`config.mk`:
```
export PLATFORM = sky130hd
export DESIGN_NAME = blk_sync_top
export DESIGN_NICKNAME = d
export VERILOG_FILES = /design/src/rtl/blk_sync_pkg.sv /design/src/rtl/sym_packer.sv /design/src/rtl/blk_counter.sv /design/src/rtl/lock_fsm.sv /design/src/rtl/blk_sync_top.sv
export SDC_FILE = /design/constraint.sdc
export NUM_CORES = 1
export LEC_CHECK = 0
export ABC_CLOCK_PERIOD_IN_PS = 4000
export BUFFER_PORTS_ARGS = -buffer_cell sky130_fd_sc_hd__buf_4
export CAP_MARGIN = 20
export CORE_MARGIN = 4
export CORE_UTILIZATION = 45
export DETAILED_ROUTE_END_ITERATION = 16
export PLACE_DENSITY = 0.71
export SYNTH_ARGS = -nofsm -noshare
export SYNTH_HDL_FRONTEND = slang
export SYNTH_SLANG_ARGS = --single-unit
```
`constraint.sdc`:
```
create_clock -name clk -period 4 [get_ports clk]
set_input_delay 1.2 -clock clk [delete_from_list [all_inputs] [get_ports clk]]
set_output_delay 1.2 -clock clk [all_outputs]
set_load 0.005 [all_outputs]
```
`src/rtl/blk_sync_pkg.sv`:
```
package blk_sync_pkg;
  localparam int BYTE_W = 8;
  localparam logic [BYTE_W-1:0] SYNC_MAIN  = 8'h47;
  localparam logic [BYTE_W-1:0] SYNC_FRAME = 8'hB8;

  function automatic logic is_sync(input logic [BYTE_W-1:0] b);
    return (b == SYNC_MAIN) || (b == SYNC_FRAME);
  endfunction
endpackage

```
`src/rtl/sym_packer.sv`:
```
module sym_packer #(
  parameter int SYM_W  = 2,
  parameter int BYTE_W = 8
) (
  input  logic              clk,
  input  logic              rst,
  input  logic              vld,
  input  logic [SYM_W-1:0]  sym,
  output logic [BYTE_W-1:0] window
);
  logic [BYTE_W-1:0] hist;

  // newest symbol enters at the LSB end, so the oldest ends up on top
  always_comb begin
    window = hist;
    if (vld) window = {hist[BYTE_W-SYM_W-1:0], sym};
  end

  always_ff @(posedge clk) begin
    if (rst)      hist <= '0;
    else if (vld) hist <= window;
  end
endmodule

```
`src/rtl/blk_counter.sv`:
```
module blk_counter #(
  parameter int SLOTS     = 4,
  parameter int BLOCK_LEN = 204
) (
  input  logic clk,
  input  logic rst,
  input  logic step,
  input  logic tracking,
  input  logic restart,
  output logic byte_done,
  output logic at_head
);
  localparam int DW = (SLOTS > 1) ? $clog2(SLOTS) : 1;
  localparam int BW = $clog2(BLOCK_LEN);

  logic [DW-1:0] dcnt;
  logic [BW-1:0] bcnt;

  assign byte_done = step && tracking && (dcnt == DW'(SLOTS - 1));
  assign at_head   = byte_done && (bcnt == BW'(BLOCK_LEN - 1));

  always_ff @(posedge clk) begin
    if (rst || restart || !tracking) begin
      dcnt <= '0;
      bcnt <= '0;
    end else if (step) begin
      if (byte_done) begin
        dcnt <= '0;
        bcnt <= at_head ? '0 : bcnt + 1'b1;
      end else begin
        dcnt <= dcnt + 1'b1;
      end
    end
  end
endmodule

```
`src/rtl/lock_fsm.sv`:
```
module lock_fsm #(
  parameter int LOCK_RUN = 6,
  parameter int ST_W     = 3
) (
  input  logic            clk,
  input  logic            rst,
  input  logic            hunt_hit,
  input  logic            head_check,
  input  logic            head_ok,
  output logic [ST_W-1:0] state,
  output logic [ST_W-1:0] nxt
);
  localparam logic [ST_W-1:0] TOP = ST_W'(LOCK_RUN);

  always_comb begin
    nxt = state;
    if (state == '0) begin
      if (hunt_hit) nxt = ST_W'(1);
    end else if (head_check) begin
      if (head_ok)          nxt = (state == TOP) ? TOP : state + 1'b1;
      else if (state == TOP) nxt = TOP - 1'b1;
      else                  nxt = '0;
    end
  end

  always_ff @(posedge clk) begin
    if (rst) state <= '0;
    else     state <= nxt;
  end
endmodule

```
`src/rtl/blk_sync_top.sv`:
```
module blk_sync_top
  import blk_sync_pkg::*;
#(
  parameter int SYM_W     = 2,
  parameter int BLOCK_LEN = 204,
  parameter int LOCK_RUN  = 6
) (
  input  logic              clk,
  input  logic              rst,
  input  logic [SYM_W-1:0]  sym_in,
  input  logic              sym_vld,
  output logic [BYTE_W-1:0] byte_out,
  output logic              byte_stb,
  output logic              blk_start,
  output logic              no_lock
);
  localparam int SLOTS = BYTE_W / SYM_W;
  localparam int ST_W  = $clog2(LOCK_RUN + 1);

  logic [BYTE_W-1:0] window;
  logic [ST_W-1:0]   lock_state, lock_nxt;
  logic              byte_done, at_head;
  logic              hunting, window_sync, hunt_hit, loss, emit, head_emit;

  sym_packer #(.SYM_W(SYM_W), .BYTE_W(BYTE_W)) pack_i (
    .clk(clk), .rst(rst), .vld(sym_vld), .sym(sym_in), .window(window));

  assign hunting     = (lock_state == '0);
  assign window_sync = is_sync(window);
  assign hunt_hit    = hunting && sym_vld && window_sync;

  blk_counter #(.SLOTS(SLOTS), .BLOCK_LEN(BLOCK_LEN)) cnt_i (
    .clk(clk), .rst(rst), .step(sym_vld), .tracking(!hunting),
    .restart(hunt_hit), .byte_done(byte_done), .at_head(at_head));

  lock_fsm #(.LOCK_RUN(LOCK_RUN), .ST_W(ST_W)) fsm_i (
    .clk(clk), .rst(rst), .hunt_hit(hunt_hit), .head_check(at_head),
    .head_ok(window_sync), .state(lock_state), .nxt(lock_nxt));

  assign loss      = at_head && !window_sync && (lock_state != ST_W'(LOCK_RUN));
  assign emit      = hunt_hit || (byte_done && !loss);
  assign head_emit = hunt_hit || (at_head && !loss);

  always_ff @(posedge clk) begin
    if (rst) begin
      byte_out  <= '0;
      byte_stb  <= 1'b0;
      blk_start <= 1'b0;
      no_lock   <= 1'b1;
    end else begin
      byte_stb  <= emit;
      blk_start <= head_emit && (lock_nxt == ST_W'(LOCK_RUN));
      no_lock   <= (lock_nxt != ST_W'(LOCK_RUN));
      if (emit) byte_out <= window;
    end
  end
endmodule

```
==> summary.md, run 1 <==
| Metric | Value |
|---|---|
| Pleak | `~0.00063 uW` |
| Worst-path fanout max | `22` |
| Area growth syn-to-layout | `10.6%` |
| Critical path arrival | `approximately 3000 ps` |
| Slew headroom | `roughly 66%` |
| CTS Buf Count | `5` |
| Post-CTS Hold Buffers | `0` |
| CTS root buf | `clkbuf_4` |
| Hold crit path type | `register to register` |
| Slew at the pin closest to its max-slew limit | `about 510 ps` |
| FF/Latch Area | `about 640 sq um` |
| Run status | `finished, final reports clean` |
| Number of global-route vias before repair | `approximately 1300` |
| Setup TNS Final | `0 ps` |
| Crit path largest cell delay | `~450 ps` |
| CP required | `~4300 ps` |
| Most common cell after layout, fill and taps aside | `dfxtp_1` |
| Synth Register Bits | `32` |
| Yosys warnings | `0` |
| CP Cell Sequence | `buf_4, mux2i_1, nand3b_1, o32a_1, a21oi_4, nor2_1, a211oi_2` |
| Initial antenna violation count | `0` |
| Period utilization | `68.5%` |
| Worst-Skew Late Latency | `about 330 ps` |
| Placer Congestion | `~0.87` |
| # setup viols final | `0` |
| Via count | `1288` |
| ANT cells | `0` |
| Most frequent cells in the layout | `dfxtp_1 (32), nand2_1 (24), nor2_1 (24)` |
| Slowest cell on crit path | `a21oi_4` |
| Routed WL | `approximately 3100 um` |
| Setup repair after global routing missed its margin | `no` |
| Pre-Repair DR Iteration Count | `4` |
| Max clock buf depth | `2` |
| Synthesized area | `about 0.0016 sq mm` |
| Fmax | `roughly 370 MHz` |
| CP Launch Type | `primary input` |
| Net count, final | `200` |
| Sw Share | `between 20% and 30%` |
| Clock Skew | `around 12 ps` |
| Port bufs | `15` |
| Max_cap viols | `0` |
| Syn Nets | `between 150 and 200` |
| DIE AREA | `between 0.004 and 0.005 sq mm` |
| Resized cells post-CTS | `0` |
| Cells after Synth | `~180` |
| Starting Density | `46.5%` |
| Pin count of the biggest net entering global routing | `23` |
| GR Overflow Total | `0` |
| Post-synth EDFFs | `0` |
| I/O pin count | `16` |
| CTS clk-pin slew, worst paths | `90 ps` |
| Share of cells above drive strength 1 | `15.3%` |
| Main flop type after synthesis | `dfxtp_1` |
| IR Drop Worst-Case VDD | `196 uV` |
| CTS tree | `done` |
| CTS sink cnt | `32` |
| Number of DRC violations after detailed-routing iteration 0 | `73` |
| Crit. End Element | `register` |
| Clk pwr share | `32.6%` |
| Final-report hold violation count | `0` |
| Comb power frac | `between 4 and 5%` |
| Cell-internal power | `about 400 uW` |
| Final Max Slew Viols | `0` |
| Crit Path Class | `primary input to register` |
| H-tree levels | `2` |
| Vias/cell | `5.46` |
| Register area share after synthesis | `between 40% and 50%` |
| Number of distinct library cells after synthesis | `between 40 and 50` |
| Die Span Y | `66.7 um` |
| Sw Pwr | `118 uW` |
| Die width | `about 67 um` |
| Core ar. | `approximately 0.0033 sq mm` |
| Fillers | `between 300 and 400` |
| Mean Syn Cell Area | `8.86 sq um` |
| Post-DRT Antenna Nets | `0` |
| Total chip power | `between 500 and 600 uW` |
| Tot GR Track Use | `between 10% and 20%` |
| Seq pwr share | `63.3%` |
| Post-CTS setup buffers | `0` |
| Number of remaining DRC errors | `0` |
| Drt wl/cell | `about 13 um` |
| Site row count | `21` |
| Global-route wire length before repair | `approximately 5500 um` |
| Power Dens Cells | `299 mW/mm^2` |
| HPWL reported at the end of detailed placement | `approximately 2300 um` |
| Clock period minus worst slack | `2740 ps` |
| Area of the multi-input gates | `around 840 sq um` |
| Ys async rst share | `0%` |
-- per-stage QoR --
step | util (%) | worst slack, ps | instances | hold WS [ps] | instance area [sq um]
CTS | 51.4 | 1280 | 236 | 454 | 1710
detailed placement | 50.0 | 907 | 229 | 440 | 1670
floorplan | - | 1420 | 175 | 445 | 1550
global route | 51.4 | 1080 | 236 | 482 | 1710
finish | 51.4 | 1260 | 236 | 453 | 1710
global placement | 50.0 | 975 | 229 | 438 | 1670
-- layout make-up --
| type | count | share of cell area [%] |
|---|---|---|
| sequential | 32 | 37.4 |
| clock buffer | 6 | 2.41 |
| multi-input combinational | 131 | 48.9 |
| inverter | 5 | 1.09 |
| clock inverter | 1 | 0.292 |
| timing repair buffer | 15 | 6.57 |
| tap | 46 | 3.36 |
-- critical path: cells and delay by family --
family	cells	cell delay (ps)
AOI/OAI and AO/OA	3	1080
buffers and inverters	1	240
muxes	1	270
and+or+nand+nor	2	190
-- layer usage --
layer  global-route usage, %  part of all wire, %  up-vias
met1                    16.5                   44      607
met3                    6.58                  5.0        7
met4                    11.2                  1.5        0
met5                       0                    0        -
li1                        -                    -      642
met2                    27.5                   50       32
-- cell families (layout without fill, tap and decap cells) --
kind of cell / count (synthesis) / after routing / synth area share, %
multiplexers: 9 / 9 / 5.81
AO/OA/AOI/OAI: 28 / 28 / 13.5
flip-flops: 32 / 32 / 41.3
XOR/XNOR: 6 / 6 / 3.39
adder cells (fa/ha/maj): 5 / 5 / 4.04
buffers and inverters: 12 / 27 / 4.60
AND/OR/NAND/NOR: 83 / 83 / 27.4
-- registers in the layout (all words and copies together), names as in the netlist --
name	cells
cnt_i.bcnt	8
blk_start	1
fsm_i.state	3
byte_stb	1
cnt_i.dcnt	2
byte_out	8
no_lock	1
pack_i.hist	8
-- final timing paths --
check        slack, ps      startpoint  depth (start not counted)           to
max               1260         sym_vld                          7  byte_out[4]
min                450     byte_out[6]                          2  byte_out[6]
max reg2reg       1700  fsm_i.state[0]                          8    blk_start
min reg2reg        450     byte_out[6]                          2  byte_out[6]
-- cell usage after synthesis (2+ instances only) --
cell,number,area [sq um]
nand4_1,2,12.5
nand2_1,24,90.1
o21ai_1,5,25.0
inv_1,5,18.8
clkbuf_1,3,11.3
xor2_1,5,43.8
nand2b_1,2,12.5
a31oi_1,2,12.5
or4_1,2,15.0
nand3_1,7,35.0
buf_6,3,33.8
and2_1,5,31.3
dfxtp_1,32,641
a211oi_2,2,25.0
mux2i_1,9,90.1
nor2_1,24,90.1
ha_1,5,62.6
a211oi_1,2,15.0
a21oi_1,6,30.0
nor3_1,4,20.0
-- power groups by stage --
stage	clock (uW)	combinational (uW)	sequential, uW
2_1_floorplan	0	16.2	330
3_3_place_gp	0	20.9	331
3_5_place_dp	0	21.4	331
4_1_cts	175	21.4	324
5_1_grt	188	23.5	324
6_report	167	21.2	324
No activity file was read; power rests on OpenSTA's default activity.
==> run 2, diff against run 1 <==
ABC_CLOCK_PERIOD_IN_PS = 2300   (was 4000)
PLACE_DENSITY = 0.73   (was 0.71)
clock period = 2.3 ns   (was 4 ns; I/O delays follow)
==> run 2 against run 1 <==
  * Routed wire length rose by 5.5%
  * Clock skew fell by 5.9 ps
  * Cell count grew 4.2%
  * Largest power group unchanged
  * Sequential power increased by 74%
  * Critical path type is now register to register
  * Critical endpoint is now blk_start
  * Clock power is 95% higher
  * Cell area increased by 4.7%
==> summary.md, run 2 (synthesized netlist as in run 1, its figures left out) <==
| Metric | Value |
|---|---|
| Worst-Skew Late Latency | `approximately 320 ps` |
| Placer Congestion | `a little over 0.8` |
| Die width | `66.7 um` |
| Hold crit path type | `register to register` |
| Final-report hold violation count | `0` |
| Post-DRT Antenna Nets | `0` |
| Reg-to-reg startpoint | `fsm_i.state[1]` |
| Max_cap viols | `0` |
| Core ar. | `0.00334 sq mm` |
| Site row count | `21` |
| Die Span Y | `roughly 67 um` |
| Max clock buf depth | `2` |
| Critical Path Start | `fsm_i.state[1]` |
| Final Hold Slack | `~460 ps` |
| CTS tree | `done` |
| R2R Path End | `blk_start` |
| Post-CTS Hold Buffers | `0` |
| Vias/cell | `5.40` |
| Biggest regs | `byte_out (8), cnt_i.bcnt (8), pack_i.hist (8)` |
| Share of cells above drive strength 1 | `about a fifth` |
| Pleak | `0.000684 uW` |
| Initial antenna violation count | `0` |
| Port bufs | `15` |
| HPWL reported at the end of detailed placement | `2440 um` |
| Hold_sp | `byte_out[1]` |
| Slew headroom | `75.8%` |
| Clock period minus worst slack | `around 2100 ps` |
| Setup repair after global routing missed its margin | `no` |
| Critical path arrival | `~2300 ps` |
| Fmax | `between 400 and 500 MHz` |
| H-tree levels | `2` |
| Hold path cells | `2` |
| Tot GR Track Use | `17.2%` |
| I/O pin count | `16` |
| GR Overflow Total | `0` |
| Post-layout instance area | `about 0.0018 sq mm` |
| Final Max Slew Viols | `0` |
| Power Dens Cells | `between 500 and 600 mW/mm^2` |
| Fillers | `~340` |
| Area growth syn-to-layout | `15.7%` |
| Via count | `between 1000 and 1500` |
| # setup viols final | `0` |
| CP Launch Type | `register` |
| Worst-path fanout max | `7` |
| Period utilization | `~92%` |
| CP required | `2520 ps` |
| Area of the multi-input gates | `about 840 sq um` |
| Crit. End Element | `register` |
| Most frequent cells in the layout | `dfxtp_1 (32), nand2_1 (24), nor2_1 (24), buf_4 (24), mux2i_1 (9)` |
| Worst Hold End | `byte_out[1]` |
| Total chip power | `just over 900 uW` |
| DIE AREA | `roughly 0.0044 sq mm` |
| Slew at the pin closest to its max-slew limit | `~360 ps` |
| R2R setup slack | `170 ps` |
| IR Drop Worst-Case VDD | `around 380 uV` |
| Clock Skew | `6.52 ps` |
| Cells on worst reg2reg path | `8` |
| Post-layout worst setup margin | `between 150 and 200 ps` |
| Most common cell after layout, fill and taps aside | `dfxtp_1` |
| Starting Density | `46.5%` |
| Fin util | `around 54%` |
| CTS Buf Count | `5` |
| Resized cells post-CTS | `0` |
| Post-CTS setup buffers | `0` |
| Number of remaining DRC errors | `0` |
| Drt wl/cell | `about 13 um` |
| CTS root buf | `clkbuf_4` |
| ANT cells | `0` |
| Number of global-route vias before repair | `1315` |
| Number of DRC violations after detailed-routing iteration 0 | `52` |
| Global-route wire length before repair | `5710 um` |
| Routed WL | `~3300 um` |
| CTS sink cnt | `32` |
| Pin count of the biggest net entering global routing | `18` |
| CTS clk-pin slew, worst paths | `roughly 90 ps` |
| Run status | `finished, final reports clean` |
| Net count, final | `roughly 210` |
| Placed Instance Area | `around 0.0017 sq mm` |
| Pre-CTS setup slack | `-41.6 ps` |
| Crit Path Class | `register to register` |
| FF/Latch Area | `between 600 and 700 sq um` |
| Pre-Repair DR Iteration Count | `4` |
-- run 2: through the flow --
step	std cells	setup TNS [ps]
6_report	246	0
5_1_grt	246	0
4_1_cts	246	0
3_5_place_dp	238	-56.5
3_3_place_gp	238	0
2_1_floorplan	175	0
-- run 2: power breakdown --
group	internal, uW	switching [uW]
logic	17.0	23.3
clock network	151	175
registers	558	5.24
total	725	204
-- run 2: layout make-up --
class	instances	area share (%)
sequential	32	35.7
clock buffer	8	3.28
inverter	5	1.05
multi-input combinational	131	46.7
timing repair buffer	24	10.0
tap	46	3.21
-- run 2: metal layers --
layer  vias to the layer above  global-route usage (%)  part of all wire (%)
li1                        662                       -                     -
met1                       625                    18.8                    43
met2                        35                    29.6                    50
met3                         7                    5.23                   5.5
met4                         0                    8.88                   1.6
met5                         -                       0                     0
-- run 2: worst max path at each step --
| stage | endpoint | slack, ps |
|---|---|---|
| global route | byte_out[7] | 40 |
| finish | blk_start | 170 |
| CTS | blk_start | 170 |
| global placement | blk_start | 60 |
| floorplan | byte_out[3] | 230 |
| detailed placement | blk_start | -40 |
-- run 2: worst max-delay path: stages (launching register included) --
cell and delay, ps:
dfxtp_1 370, inv_1 70, ha_1 220, or2b_4 240, and3_1 260, nand2_2 70
or4_1 400, o211a_1 250, o2111a_1 130
